`src/rtl/chg_pkg.sv`:
```
package chg_pkg;

    typedef enum logic [2:0] {
        PH_NOCELL  = 3'd0,
        PH_PRE     = 3'd1,
        PH_FAST    = 3'd2,
        PH_TOPOFF  = 3'd3,
        PH_MAINT   = 3'd4,
        PH_FAULT   = 3'd5,
        PH_SUSPEND = 3'd6,
        PH_RSVD    = 3'd7
    } phase_e;

    typedef enum logic [1:0] {
        DM_OFF   = 2'd0,
        DM_FAST  = 2'd1,
        DM_QUART = 2'd2,
        DM_TRICK = 2'd3
    } duty_mode_e;

    function automatic duty_mode_e duty_of(input logic [2:0] code);
        case (code)
            PH_FAST:         duty_of = DM_FAST;
            PH_PRE,
            PH_TOPOFF:       duty_of = DM_QUART;
            PH_MAINT:        duty_of = DM_TRICK;
            default:         duty_of = DM_OFF;
        endcase
    endfunction

endpackage

```
`src/rtl/chg_slot_gate.sv`:
```
module chg_slot_gate
    import chg_pkg::*;
#(
    parameter int FAST_PERIOD  = 32,
    parameter int QUART_PERIOD = 4,
    parameter int TRICK_PERIOD = 64
) (
    input  logic       clk,
    input  logic       rst_n,
    input  logic       restart,
    input  logic       base_tick,
    input  duty_mode_e mode,
    input  logic       hold,
    output logic       en_q
);
    localparam int MAX_A   = (FAST_PERIOD > QUART_PERIOD) ? FAST_PERIOD : QUART_PERIOD;
    localparam int MAX_P   = (MAX_A > TRICK_PERIOD) ? MAX_A : TRICK_PERIOD;
    localparam int SLOT_W  = (MAX_P > 2) ? $clog2(MAX_P) : 1;
    localparam logic [SLOT_W-1:0] FAST_MASK  = SLOT_W'(FAST_PERIOD - 1);
    localparam logic [SLOT_W-1:0] QUART_MASK = SLOT_W'(QUART_PERIOD - 1);
    localparam logic [SLOT_W-1:0] TRICK_MASK = SLOT_W'(TRICK_PERIOD - 1);

    typedef struct packed {
        logic [SLOT_W-1:0] slot;
        logic              en;
    } gate_t;

    gate_t r_d, r_q;
    logic  window;

    always_comb begin
        r_d = r_q;
        if (restart) begin
            r_d.slot = '0;
        end else if (base_tick) begin
            r_d.slot = r_q.slot + 1'b1;
        end
        case (mode)
            DM_FAST:  window = ((r_d.slot & FAST_MASK) != FAST_MASK);
            DM_QUART: window = ((r_d.slot & QUART_MASK) == '0);
            DM_TRICK: window = ((r_d.slot & TRICK_MASK) == '0);
            default:  window = 1'b0;
        endcase
        r_d.en = window && !hold;
    end

    always_ff @(posedge clk or negedge rst_n) begin
        if (!rst_n) begin
            r_q <= '0;
        end else begin
            r_q <= r_d;
        end
    end

    assign en_q = r_q.en;

    assert_off_mode_R2: assert property (@(posedge clk) disable iff (!rst_n)
        (mode == DM_OFF) |=> !en_q);
    assert_hold_blocks_R3: assert property (@(posedge clk) disable iff (!rst_n)
        hold |=> !en_q);
    assert_slot_steady_R7: assert property (@(posedge clk) disable iff (!rst_n)
        (!base_tick && !restart) |=> $stable(r_q.slot));
    assert_entry_grant_R7: assert property (@(posedge clk) disable iff (!rst_n)
        (restart && mode != DM_OFF && !hold) |=> en_q);

endmodule

```
`src/rtl/chg_blinker.sv`:
```
module chg_blinker #(
    parameter int SLOW_HALF = 500,
    parameter int FAST_HALF = 125
) (
    input  logic clk,
    input  logic rst_n,
    input  logic restart,
    input  logic sys_tick,
    input  logic fast_rate,
    output logic phase_q
);
    localparam int MAX_H  = (SLOW_HALF > FAST_HALF) ? SLOW_HALF : FAST_HALF;
    localparam int HALF_W = (MAX_H > 1) ? $clog2(MAX_H + 1) : 1;
    localparam logic [HALF_W-1:0] SLOW_LAST = HALF_W'(SLOW_HALF - 1);
    localparam logic [HALF_W-1:0] FAST_LAST = HALF_W'(FAST_HALF - 1);

    typedef struct packed {
        logic [HALF_W-1:0] cnt;
        logic              ph;
    } blink_t;

    blink_t            r_d, r_q;
    logic [HALF_W-1:0] last;

    always_comb begin
        r_d  = r_q;
        last = fast_rate ? FAST_LAST : SLOW_LAST;
        if (restart) begin
            r_d.cnt = '0;
            r_d.ph  = 1'b1;
        end else if (sys_tick) begin
            if (r_q.cnt >= last) begin
                r_d.cnt = '0;
                r_d.ph  = ~r_q.ph;
            end else begin
                r_d.cnt = r_q.cnt + 1'b1;
            end
        end
    end

    always_ff @(posedge clk or negedge rst_n) begin
        if (!rst_n) begin
            r_q <= '0;
        end else begin
            r_q <= r_d;
        end
    end

    assign phase_q = r_q.ph;

    assert_blink_steady_R9: assert property (@(posedge clk) disable iff (!rst_n)
        (!sys_tick && !restart) |=> $stable(phase_q));
    assert_blink_high_first_R11: assert property (@(posedge clk) disable iff (!rst_n)
        restart |=> phase_q);

endmodule

```
`src/rtl/chg_duty_status.sv`:
```
module chg_duty_status
    import chg_pkg::*;
#(
    parameter int FAST_PERIOD  = 32,
    parameter int QUART_PERIOD = 4,
    parameter int TRICK_PERIOD = 64,
    parameter int SLOW_HALF    = 500,
    parameter int FAST_HALF    = 125
) (
    input  logic       clk,
    input  logic       rst_n,
    input  logic       sys_tick,
    input  logic       base_tick,
    input  logic [2:0] state_code,
    input  logic       cell_test_active,
    output logic       charge_enable,
    output logic       status
);
    typedef struct packed {
        logic [2:0] code;
    } top_t;

    top_t       r_d, r_q;
    logic       restart;
    duty_mode_e mode;
    logic       blink;

    always_comb begin
        r_d      = r_q;
        r_d.code = state_code;
        restart  = (state_code != r_q.code);
        mode     = duty_of(state_code);
    end

    always_ff @(posedge clk or negedge rst_n) begin
        if (!rst_n) begin
            r_q <= '0;
        end else begin
            r_q <= r_d;
        end
    end

    chg_slot_gate #(
        .FAST_PERIOD (FAST_PERIOD),
        .QUART_PERIOD(QUART_PERIOD),
        .TRICK_PERIOD(TRICK_PERIOD)
    ) u_gate (
        .clk      (clk),
        .rst_n    (rst_n),
        .restart  (restart),
        .base_tick(base_tick),
        .mode     (mode),
        .hold     (cell_test_active),
        .en_q     (charge_enable)
    );

    chg_blinker #(
        .SLOW_HALF(SLOW_HALF),
        .FAST_HALF(FAST_HALF)
    ) u_blink (
        .clk      (clk),
        .rst_n    (rst_n),
        .restart  (restart),
        .sys_tick (sys_tick),
        .fast_rate(state_code == PH_FAULT),
        .phase_q  (blink)
    );

    always_comb begin
        case (r_q.code)
            PH_FAST,
            PH_TOPOFF: status = rst_n;
            PH_PRE,
            PH_FAULT:  status = blink && rst_n;
            default:   status = 1'b0;
        endcase
    end

    assert_status_on_R8: assert property (@(posedge clk) disable iff (!rst_n)
        (state_code == PH_FAST || state_code == PH_TOPOFF) |=> status);
    assert_status_off_R8: assert property (@(posedge clk) disable iff (!rst_n)
        (state_code == PH_MAINT || state_code == PH_SUSPEND ||
         state_code == PH_NOCELL || state_code == PH_RSVD) |=> !status);
    assert_no_charge_states_R2: assert property (@(posedge clk) disable iff (!rst_n)
        (state_code == PH_FAULT || state_code == PH_SUSPEND ||
         state_code == PH_NOCELL || state_code == PH_RSVD) |=> !charge_enable);
    assert_reset_quiet_R1: assert property (@(posedge clk)
        !rst_n |-> (!charge_enable && !status));

endmodule

```
`config.mk`:
```
export PLATFORM = sky130hd
export DESIGN_NAME = chg_duty_status
export DESIGN_NICKNAME = d
export VERILOG_FILES = /design/src/rtl/chg_pkg.sv /design/src/rtl/chg_slot_gate.sv /design/src/rtl/chg_blinker.sv /design/src/rtl/chg_duty_status.sv
export SDC_FILE = /design/constraint.sdc
export NUM_CORES = 1
export LEC_CHECK = 0
export CAP_MARGIN = 20
export CORE_MARGIN = 2
export CORE_UTILIZATION = 62
export CTS_BUF_LIST = sky130_fd_sc_hd__clkbuf_16
export DETAILED_ROUTE_END_ITERATION = 12
export DONT_BUFFER_PORTS = 1
export PLACE_DENSITY = 0.78
export SYNTH_ARGS = -nofsm -noshare
export SYNTH_HDL_FRONTEND = slang
export SYNTH_SLANG_ARGS = --single-unit
```
`constraint.sdc`:
```
create_clock -name clk -period 2.3 [get_ports clk]
set_input_delay 0.345 -clock clk [delete_from_list [all_inputs] [get_ports clk]]
set_output_delay 0.345 -clock clk [all_outputs]
set_load 0.02 [all_outputs]
```
==> results by group, run 1 <==
Outcome
  – Outcome: finished clean

STA
  – Final period utilization: 93.51%
  – Fmax: 465.0 MHz
  – Number of setup violations in the final report: 0
  – Fin. Hold Viols: 0
  – Final slew viol count: 0
  – PnR worst setup slack: 0.1493 ns
  – Final min period: 2.151 ns
  – Setup Skew: 0.001758 ns
  – Final hold slack: 0.1157 ns
  – Slew of the pin with the lowest slew margin: 0.9124 ns
  – Relative slew slack: 38.97%
  – Unrepaired setup endpoints after global routing: no
  – Setup TNS: 0 ns

Clocking
  – Clock transition at the registers of the reported paths: 0.06 ns
  – Cts bufs inserted: 3
  – Worst skew pair latency: 0.25 ns
  – CTS tree: yes
  – Clk buf depth: 2
  – # clock sinks: 20
  – Clock H-tree levels: 1
  – Clk root buf: clkbuf_16

Yosys
  – Top FF cell, synth: dfrtp_1
  – Ys async rst share: 100.0%
  – Netlist cell types: 41
  – Cell taking the most area after synthesis: dfrtp_1
  – Synthesized net count: 161
  – Mapped cell area: 0.001345 mm^2
  – Most common cell in the netlist: dfrtp_1
  – Synth Area per Inst: 9.150 um^2
  – Synthesized instance count: 147
  – Share of the synthesized area in the top cell type: 37.21%
  – Seq/Total Area, Yosys: 37.21%
  – Top post-synthesis cells by area: dfrtp_1, ha_1, nand3_1
  – Synth Register Bits: 20
  – Commonest cells in the netlist: dfrtp_1, nor2_1, nand3_1
  – Yosys warns: 0
  – Number of synthesized flops with an enable pin: 0

Floorplanning
  – Die area: 0.002558 mm^2
  – Die width: 50.58 um
  – Die Y: 50.58 um
  – IO Count: 10
  – Core Rows: 16
  – Initial core utilization: 67.19%
  – Core Footprint: 0.002002 mm^2

Critical path
  – Worst Path Required: 2.43 ns
  – Worst setup path category: reg2reg
  – CP arrival: 2.29 ns
  – Reg2reg setup slack: 0.15 ns
  – RR Endpoint: u_blink.phase_q
  – Crit path launch type: flip-flop
  – Critical Path End Type: flip-flop
  – CP max FO: 5
  – FF-to-FF Start: u_blink.r_q[1]
  – Worst r2r path cells: 8

GRT
  – GR Overflow Total: 0
  – Vias in the first global route: 1,002
  – Gr usage total: 25.08%
  – Pin count of the biggest net entering global routing: 21
  – First-pass GRT wire length: 4754 um
  – Initial antenna violation count: 0

Final layout
  – Syn-to-layout area delta: 11.63%
  – N_diodes: 0
  – Final std cells w/o fill: 177
  – Multi-input logic area: 793.3 um^2
  – Register area: 500.5 um^2
  – Layout fillers: 126
  – Share of cells above drive strength 1: 15.33%
  – Nets@finish: 165

Place
  – GPL Wtd Cong: 0.8001
  – Pre-CTS setup slack: -0.01014 ns
  – Final HPWL DP: 1993 um
  – PortBufs: 0
  – Inst Count DP: 172

Route
  – DRT iter0 DRCs: 38
  – Detailed-route via count: 1,080
  – Vias per cell: 6.102
  – First-pass detailed-route iteration total: 5
  – Total Wirelength: 2803 um
  – Antenna viol nets, final: 0
  – DRC violations left: 0
  – Drt wl/cell: 15.84 um

Run
  – Max Cap Violations: 0

Worst hold path
  – Hold path cells: 0
  – HP Class: in2reg
  – Hold Startpoint: state_code[1]
  – Hold path endpoint: r_q[1]

Power
  – Tot Pwr: 0.9117 mW
  – Lkg Pwr: 0.6211 nW
  – PD cells: 607.2 mW/mm^2
  – VDD IR max: 0.4576 mV
==> sequential cells by signal, indices dropped and copies added (netlist names) <==
signal           cells
u_blink.r_q          9
u_gate.r_q           6
r_q                  3
u_blink.phase_q      1
u_gate.en_q          1
==> critical path: stages, from the launching register on <==
cell       delay [ns]
dfrtp_1          0.42
inv_2            0.12
ha_4             0.21
nand2b_4         0.14
a2111oi_4        0.35
nor3_2           0.11
o22ai_4          0.22
nor3_1           0.10
or3b_1           0.37
==> how the worst max path moves through the flow <==
stage | from | end | slack (ns)
5_1_grt | u_blink.r_q[1] | u_blink.r_q[3] | 0.01
3_5_place_dp | state_code[1] | u_blink.phase_q | -0.01
4_1_cts | u_blink.r_q[1] | u_blink.phase_q | 0.10
3_3_place_gp | state_code[1] | u_blink.phase_q | 0.08
6_report | u_blink.r_q[1] | u_blink.phase_q | 0.15
2_1_floorplan | state_code[1] | u_blink.phase_q | 0.01
==> where the power goes <==
part / leakage, nW / internal, mW / switching (mW)
Sequential: 0.266 / 0.358 / 0.00808
Clock: 0.0511 / 0.345 / 0.134
Combinational: 0.304 / 0.0284 / 0.0377
==> layout by cell type, fill, tap and decap left out, types with 4 or more instances in the layout <==
cell / instances
o21ai_0: 4
a21oi_1: 7
and3_1: 5
nor2_1: 16
buf_4: 5
xor2_1: 4
xnor2_1: 6
nor3_1: 5
nand2_1: 9
nand3_2: 6
nand3_1: 14
ha_1: 5
dfrtp_1: 20
a31oi_1: 7
==> area by class of cell <==
class | count | area share (%)
inverters | 5 | 1.417
well taps | 27 | 2.250
repair buffers | 6 | 3.167
clock inverters | 1 | 2.000
multi-input cells | 115 | 52.83
flip-flops and latches | 20 | 33.33
clock buffers | 3 | 5.000
==> metrics by stage <==
| stage | cell area (um^2) | util (%) |
|---|---|---|
| 2_1_floorplan | 1365 | - |
| 3_5_place_dp | 1386 | 69.25 |
| 3_3_place_gp | 1386 | 69.25 |
| 4_1_cts | 1501 | 75.00 |
| 5_1_grt | 1501 | 75.00 |
| 6_report | 1501 | 75.00 |
==> cells by family after synthesis <==
kind of cell | synth area share, %
AND/OR/NAND/NOR | 28.75
AO/OA/AOI/OAI | 15.35
flip-flops | 37.21
buffers and inverters | 5.116
XOR/XNOR | 6.511
adder cells (fa/ha/maj) | 5.581
multiplexers | 1.488
==> timing repair <==
action,4_1_cts,5_1_grt
gates resized for setup,0,1
buffers inserted,0,0
hold buffers,1,0
endpoints found under the setup margin,0,2
endpoints found under the hold margin,20,0
==> routing by layer <==
metal	part of all wire, %	vias to the layer above	global-route usage (%)
li1	-	533	-
met1	48	511	37.76
met2	46	30	36.62
met3	5.1	6	4.167
met4	1.5	0	8.108
met5	0	-	0
(Power assumes the default switching activity.)
==> inputs of run 2 (changes only) <==
--- a/config.mk
+++ b/config.mk
@@ -5,6 +5,7 @@
 export SDC_FILE = /design/constraint.sdc
 export NUM_CORES = 1
 export LEC_CHECK = 0
+export ABC_AREA = 1
 export CAP_MARGIN = 20
 export CORE_MARGIN = 2
 export CORE_UTILIZATION = 62
==> run 2 against run 1 <==
Compared with the run above:
- cell area fell by 6.5%
- critical path depth rose by 1
- flip-flop and latch count did not move
- register-to-register slack improved by 0.43 ns
- sequential share of layout area rose by 2.3 points
- first-iteration DRC count fell by 2.6%
- final cell count rose by 21%
- largest power group is now registers
- non-clock buffer count fell by 5
- synthesized cell count rose by 24%
- worst setup slack improved by 0.43 ns
- hold slack improved by 0.0060 ns
==> results by group, run 2 <==
Outcome
  – Outcome: finished clean

Place
  – Pre-CTS setup slack: 0.4866 ns
  – PortBufs: 0
  – GPL Wtd Cong: 0.7976
  – Placed inst area: 0.001315 mm^2
  – Final HPWL DP: 1917 um

Critical path
  – Worst r2r path cells: 9
  – Worst path most repeated cell: nand2_1
  – Crit-path cells: ha_1, a21oi_1, o21ai_0, nand2_1, nand2_1, nand2_1, nand3_1, nand3_1, nand2_1
  – Worst setup path category: reg2reg
  – CP bufs+invs: 0
  – CP arrival: 1.86 ns
  – CP max-delay cell: dfrtp_1
  – FF-to-FF Start: u_blink.r_q[3]
  – Worst Path Required: 2.44 ns
  – CP max FO: 7
  – CP delay by family, top: simple AND/OR/NAND/NOR gates
  – Critical Path End Type: flip-flop
  – Crit path launch type: flip-flop
  – Slowest stage delay, CP: 0.42 ns
  – RR Endpoint: u_blink.phase_q
  – Stages on the worst setup path: 9
  – Reg2reg setup slack: 0.58 ns

Power
  – Lkg Pwr: 0.7264 nW
  – Tot Pwr: 0.7799 mW
  – VDD IR max: 0.5858 mV
  – PD cells: 555.5 mW/mm^2

Final layout
  – Most frequent cells in the layout: nand2_1, inv_1, dfrtp_1
  – Share of cells above drive strength 1: 4.813%
  – Largest registers: u_blink.r_q x9, u_gate.r_q x6, r_q x3
  – Biggest register: u_blink.r_q
  – Largest register FFs: 9
  – Fin area: 0.001404 mm^2
  – Syn-to-layout area delta: 8.616%
  – Nets@finish: 202
  – N_diodes: 0
  – Most common cell after layout, fill and taps aside: nand2_1

Worst hold path
  – Hold path endpoint: r_q[1]
  – Hold Startpoint: state_code[1]
  – Hold path cells: 0
  – HP Class: in2reg

Route
  – Antenna viol nets, final: 0
  – DRT iter0 DRCs: 37
  – Vias per cell: 5.364
  – First-pass detailed-route iteration total: 4
  – Total Wirelength: 2637 um
  – DRC violations left: 0
  – Detailed-route via count: 1,148
  – Drt wl/cell: 12.32 um

GRT
  – First-pass GRT wire length: 4954 um
  – GR Overflow Total: 0
  – Vias in the first global route: 1,171
  – Gr usage total: 26.05%
  – Initial antenna violation count: 0
  – Pin count of the biggest net entering global routing: 21

STA
  – Final hold slack: 0.1217 ns
  – Setup TNS: 0 ns
  – PnR worst setup slack: 0.5780 ns
  – Final period utilization: 74.87%
  – Unrepaired setup endpoints after global routing: no
  – Setup Skew: 0.002531 ns
  – Final min period: 1.722 ns
  – Slew of the pin with the lowest slew margin: 0.8947 ns
  – Fmax: 580.7 MHz
  – Number of setup violations in the final report: 0
  – Relative slew slack: 40.16%
  – Final slew viol count: 0
  – Fin. Hold Viols: 0

Clocking
  – Clk root buf: clkbuf_16
  – PostCTS Resize Cnt: 0
  – Clk buf depth: 2
  – Worst skew pair latency: 0.25 ns
  – # clock sinks: 20
  – Cts bufs inserted: 3
  – CTS tree: yes
  – Clock H-tree levels: 1
  – Clock transition at the registers of the reported paths: 0.05 ns

Floorplanning
  – Die width: 49.66 um
  – Die area: 0.002466 mm^2
  – Core Footprint: 0.001962 mm^2
  – Initial core utilization: 65.88%
  – Die Y: 49.66 um
  – Core Rows: 16
  – IO Count: 10

Yosys
  – Yosys warns: 0
  – Ys async rst share: 100.0%
  – Mapped cell area: 0.001292 mm^2
  – Netlist cell types: 22
  – Synthesized net count: 197
  – Synth Area per Inst: 7.063 um^2
  – Top FF cell, synth: dfrtp_1
  – Share of the synthesized area in the top cell type: 38.72%
  – Most common cell in the netlist: nand2_1
  – Synth Register Bits: 20
  – Cell taking the most area after synthesis: dfrtp_1
  – Number of synthesized flops with an enable pin: 0
  – Commonest cells in the netlist: nand2_1, inv_1, dfrtp_1
  – Top post-synthesis cells by area: dfrtp_1, nand2_1, inv_1
  – Seq/Total Area, Yosys: 38.72%
  – Synthesized instance count: 183

Run
  – Max Cap Violations: 0
==> run 2: cells by family after synthesis <==
kind of cell	after synthesis	synth area share, %
flops	20	38.72
fa+ha+maj	6	5.808
buf+inv	31	9.583
xor+xnor	2	1.937
compound gates	27	10.75
simple gates	96	32.43
mux	1	0.7745
==> run 2: power by group <==
part           total [mW]  switching [mW]  internal, mW
clock network       0.355           0.123         0.231
registers           0.363         0.00581         0.357
logic              0.0624          0.0432        0.0192
==> run 2: through the flow <==
stage | instances | util [%]
after floorplan | 183 | -
after global placement | 209 | 67.03
after detailed placement | 209 | 67.03
after CTS | 214 | 71.56
after global routing | 214 | 71.56
final | 214 | 71.56
==> run 2: cell type report <==
class                   instances  area (um^2)
inverters                      30        112.6
fillers                       172        558.0
clock inverters                 1        3.754
flip-flops and latches         20        500.5
well taps                      27        33.78
clock buffers                   3        75.07
multi-input cells             132        668.1
repair buffers                  1        10.01
==> run 2: repair_timing <==
| item | CTS | global route |
|---|---|---|
| endpoints found under the hold margin | 20 | 0 |
| buffers inserted | 0 | 0 |
| hold buffers | 1 | 0 |
==> run 2: layer usage <==
| layer | global-route usage (%) | up-vias | share of wire [%] |
|---|---|---|---|
| met5 | 0 | - | 0 |
| met4 | 12.04 | 0 | 2.5 |
| met3 | 3.939 | 7 | 3.3 |
| met2 | 42.67 | 23 | 46 |
| met1 | 33.86 | 526 | 48 |
| li1 | - | 592 | - |
==> run 2: worst max path at each step <==
stage | startpoint | end
after detailed placement | state_code[1] | u_blink.phase_q
after global placement | state_code[1] | u_blink.phase_q
after CTS | u_blink.r_q[3] | u_blink.phase_q
final | u_blink.r_q[3] | u_blink.phase_q
after global routing | u_blink.r_q[3] | u_blink.phase_q
after floorplan | state_code[1] | u_blink.phase_q
==> inputs of run 3 (changes only) <==
--- a/config.mk
+++ b/config.mk
@@ -8,11 +8,11 @@
 export ABC_AREA = 1
 export CAP_MARGIN = 20
 export CORE_MARGIN = 2
-export CORE_UTILIZATION = 62
+export CORE_UTILIZATION = 56
 export CTS_BUF_LIST = sky130_fd_sc_hd__clkbuf_16
 export DETAILED_ROUTE_END_ITERATION = 12
 export DONT_BUFFER_PORTS = 1
-export PLACE_DENSITY = 0.78
+export PLACE_DENSITY = 0.74
 export SYNTH_ARGS = -nofsm -noshare
 export SYNTH_HDL_FRONTEND = slang
 export SYNTH_SLANG_ARGS = --single-unit
==> constraint.sdc (replaced) <==
create_clock -name clk -period 1.5 [get_ports clk]
set_input_delay 0.225 -clock clk [delete_from_list [all_inputs] [get_ports clk]]
set_output_delay 0.225 -clock clk [all_outputs]
set_load 0.02 [all_outputs]
==> run 3 against run 2 <==
Compared with the run above:
- the flow now finishes with violations (setup timing)
- non-clock buffer count grew 12
- clock skew shrank 0.00083 ns
- wire length grew 9.9%
- highest routed layer unchanged
==> results by group, run 3 (synthesized netlist as in run 2, its figures left out) <==
Outcome
  – Outcome: complete, but fails checks
  – Failing checks: setup timing

Floorplanning
  – Core Footprint: 0.002191 mm^2
  – Die Y: 52.04 um
  – Initial core utilization: 58.99%
  – Die area: 0.002708 mm^2
  – Core Rows: 17
  – Die width: 52.04 um
  – IO Count: 10

STA
  – Setup Skew: 0.001701 ns
  – Relative slew slack: 40.27%
  – Final period utilization: 106.0%
  – Fmax: 628.9 MHz
  – Unrepaired setup endpoints after global routing: yes
  – Final min period: 1.590 ns
  – Final slew viol count: 0
  – PnR worst setup slack: -0.09014 ns
  – Number of setup violations in the final report: 10
  – Slew of the pin with the lowest slew margin: 0.8930 ns
  – Fin. Hold Viols: 0

Place
  – Final HPWL DP: 1986 um
  – PortBufs: 0
  – Inst Count DP: 216
  – GPL Wtd Cong: 0.8542

Worst hold path
  – Hold Startpoint: cell_test_active
  – HP Class: in2reg
  – Hold path cells: 3

Critical path
  – CP max FO: 2
  – Worst r2r path cells: 11
  – Worst path most repeated cell: nand2_1
  – CP max-delay cell: dfrtp_1
  – Critical Path End Type: flip-flop
  – Worst setup path category: reg2reg
  – Crit path launch type: flip-flop
  – Critical Path Source: u_blink.r_q[3]
  – CP arrival: 1.78 ns
  – Crit-path cells: ha_4, a21oi_1, o21ai_2, nand2_1, nand2_1, nand2_2, buf_6, nand2_2, nand2_2, nand2_1, nand2_1
  – FF-to-FF Start: u_blink.r_q[3]
  – Slowest stage delay, CP: 0.42 ns
  – Worst Path Required: 1.69 ns

GRT
  – GR Overflow Total: 0
  – Initial antenna violation count: 0
  – Grt peak-use layer: met2
  – Met3 Usage GRT: 2.874%
  – Pin count of the biggest net entering global routing: 21
  – Grt met1 use: 30.48%
  – Met2 GRT Util: 38.82%
  – First-pass GRT wire length: 4643 um
  – Vias in the first global route: 1,128
  – Gr usage total: 22.88%

Clocking
  – Clock transition at the registers of the reported paths: 0.05 ns
  – Worst skew pair latency: 0.25 ns
  – Clock H-tree levels: 1
  – CTS tree: yes
  – Cts bufs inserted: 3
  – # clock sinks: 20
  – Clk buf depth: 2
  – Clk root buf: clkbuf_16

Run
  – Max Cap Violations: 0

Route
  – DRT iter0 DRCs: 20
  – Drt wl/cell: 12.82 um
  – DRC violations left: 0
  – Total Wirelength: 2897 um
  – Detailed-route via count: 1,216
  – First-pass detailed-route iteration total: 4
  – Antenna viol nets, final: 0
  – Vias per cell: 5.381

Final layout
  – N_diodes: 0
  – Syn-to-layout area delta: 25.27%
  – Largest register FFs: 9
  – Nets@finish: 214
  – Share of cells above drive strength 1: 19.19%
  – Most frequent cells in the layout: nand2_1, inv_1, dfrtp_1
  – Largest registers: u_blink.r_q x9, u_gate.r_q x6, r_q x3
  – Final std cells w/o fill: 226
  – Most common cell after layout, fill and taps aside: nand2_1
  – Biggest register: u_blink.r_q

Power
  – VDD IR max: 0.6124 mV
  – Tot Pwr: 1.221 mW
  – Lkg Pwr: 0.7916 nW
  – PD cells: 754.3 mW/mm^2
-- run 3: changes by cell type in the layout (fill, tap and decap cells not counted), sizes merged --
| cell | previous run | this run |
|---|---|---|
| buf | 0 | 9 |
| clkinv | 1 | 0 |
| dlygate4sd3 | 1 | 4 |
-- run 3: path summary, 6_finish.rpt --
check / to / slack (ns)
max: u_blink.phase_q / -0.09
min: u_gate.en_q / 0.14
max reg2reg: u_blink.phase_q / -0.09
min reg2reg: u_blink.phase_q / 0.52
max in group asynchronous: u_gate.r_q[3] / 0.40
min in group asynchronous: u_blink.phase_q / 0.54
-- run 3: critical path: cells and delay by family (launching register included) --
kind	cells	cell delay (ns)
AND/OR/NAND/NOR	7	0.47
flip-flops	1	0.42
adder cells (fa/ha/maj)	1	0.27
AO/OA/AOI/OAI	2	0.25
buffers and inverters	1	0.12
-- run 3: cell type report --
class                   count  area [um^2]
multi-input cells         132        778.2
clock buffers               3        75.07
flip-flops and latches     20        500.5
well taps                  28        35.03
fillers                   162        571.8
inverters                  30        115.1
repair buffers             13        115.1
-- run 3: power by group --
group | switching [mW] | internal, mW | total, mW
logic | 0.0795 | 0.0524 | 0.132
registers | 0.00745 | 0.548 | 0.555
clock network | 0.183 | 0.351 | 0.534
total | 0.270 | 0.951 | 1.22
-- run 3: per-stage QoR --
| stage | util [%] | hold WS [ns] | area [um^2] | setup WS [ns] | setup TNS, ns |
|---|---|---|---|---|---|
| 5_1_grt | 73.90 | 0.1633 | 1619 | -0.1517 | -1.056 |
| 4_1_cts | 67.56 | 0.0003914 | 1480 | -0.01677 | -0.01677 |
| 3_3_place_gp | 62.14 | -0.07026 | 1361 | -0.06999 | -0.3380 |
| 2_1_floorplan | - | -0.07059 | 1292 | 0.003058 | 0 |
| 6_report | 73.90 | 0.1422 | 1619 | -0.09014 | -0.4455 |
| 3_5_place_dp | 62.14 | -0.07029 | 1361 | -0.1856 | -1.308 |
-- run 3: what timing repair did --
item                       4_1_cts  5_1_grt
buffers inserted                 0        3
hold buffers                     1        3
setup endpoints to repair       10       11
gates cloned                     0        0
resized for setup                8       20
hold endpoints to repair        20        3
pin swaps                        7       12
-- run 3: routing by layer --
metal / vias up / part of all wire [%]
li1: 617 / -
met3: 10 / 3.5
met4: 0 / 2.0
met5: - / 0
met2: 32 / 49
met1: 557 / 45
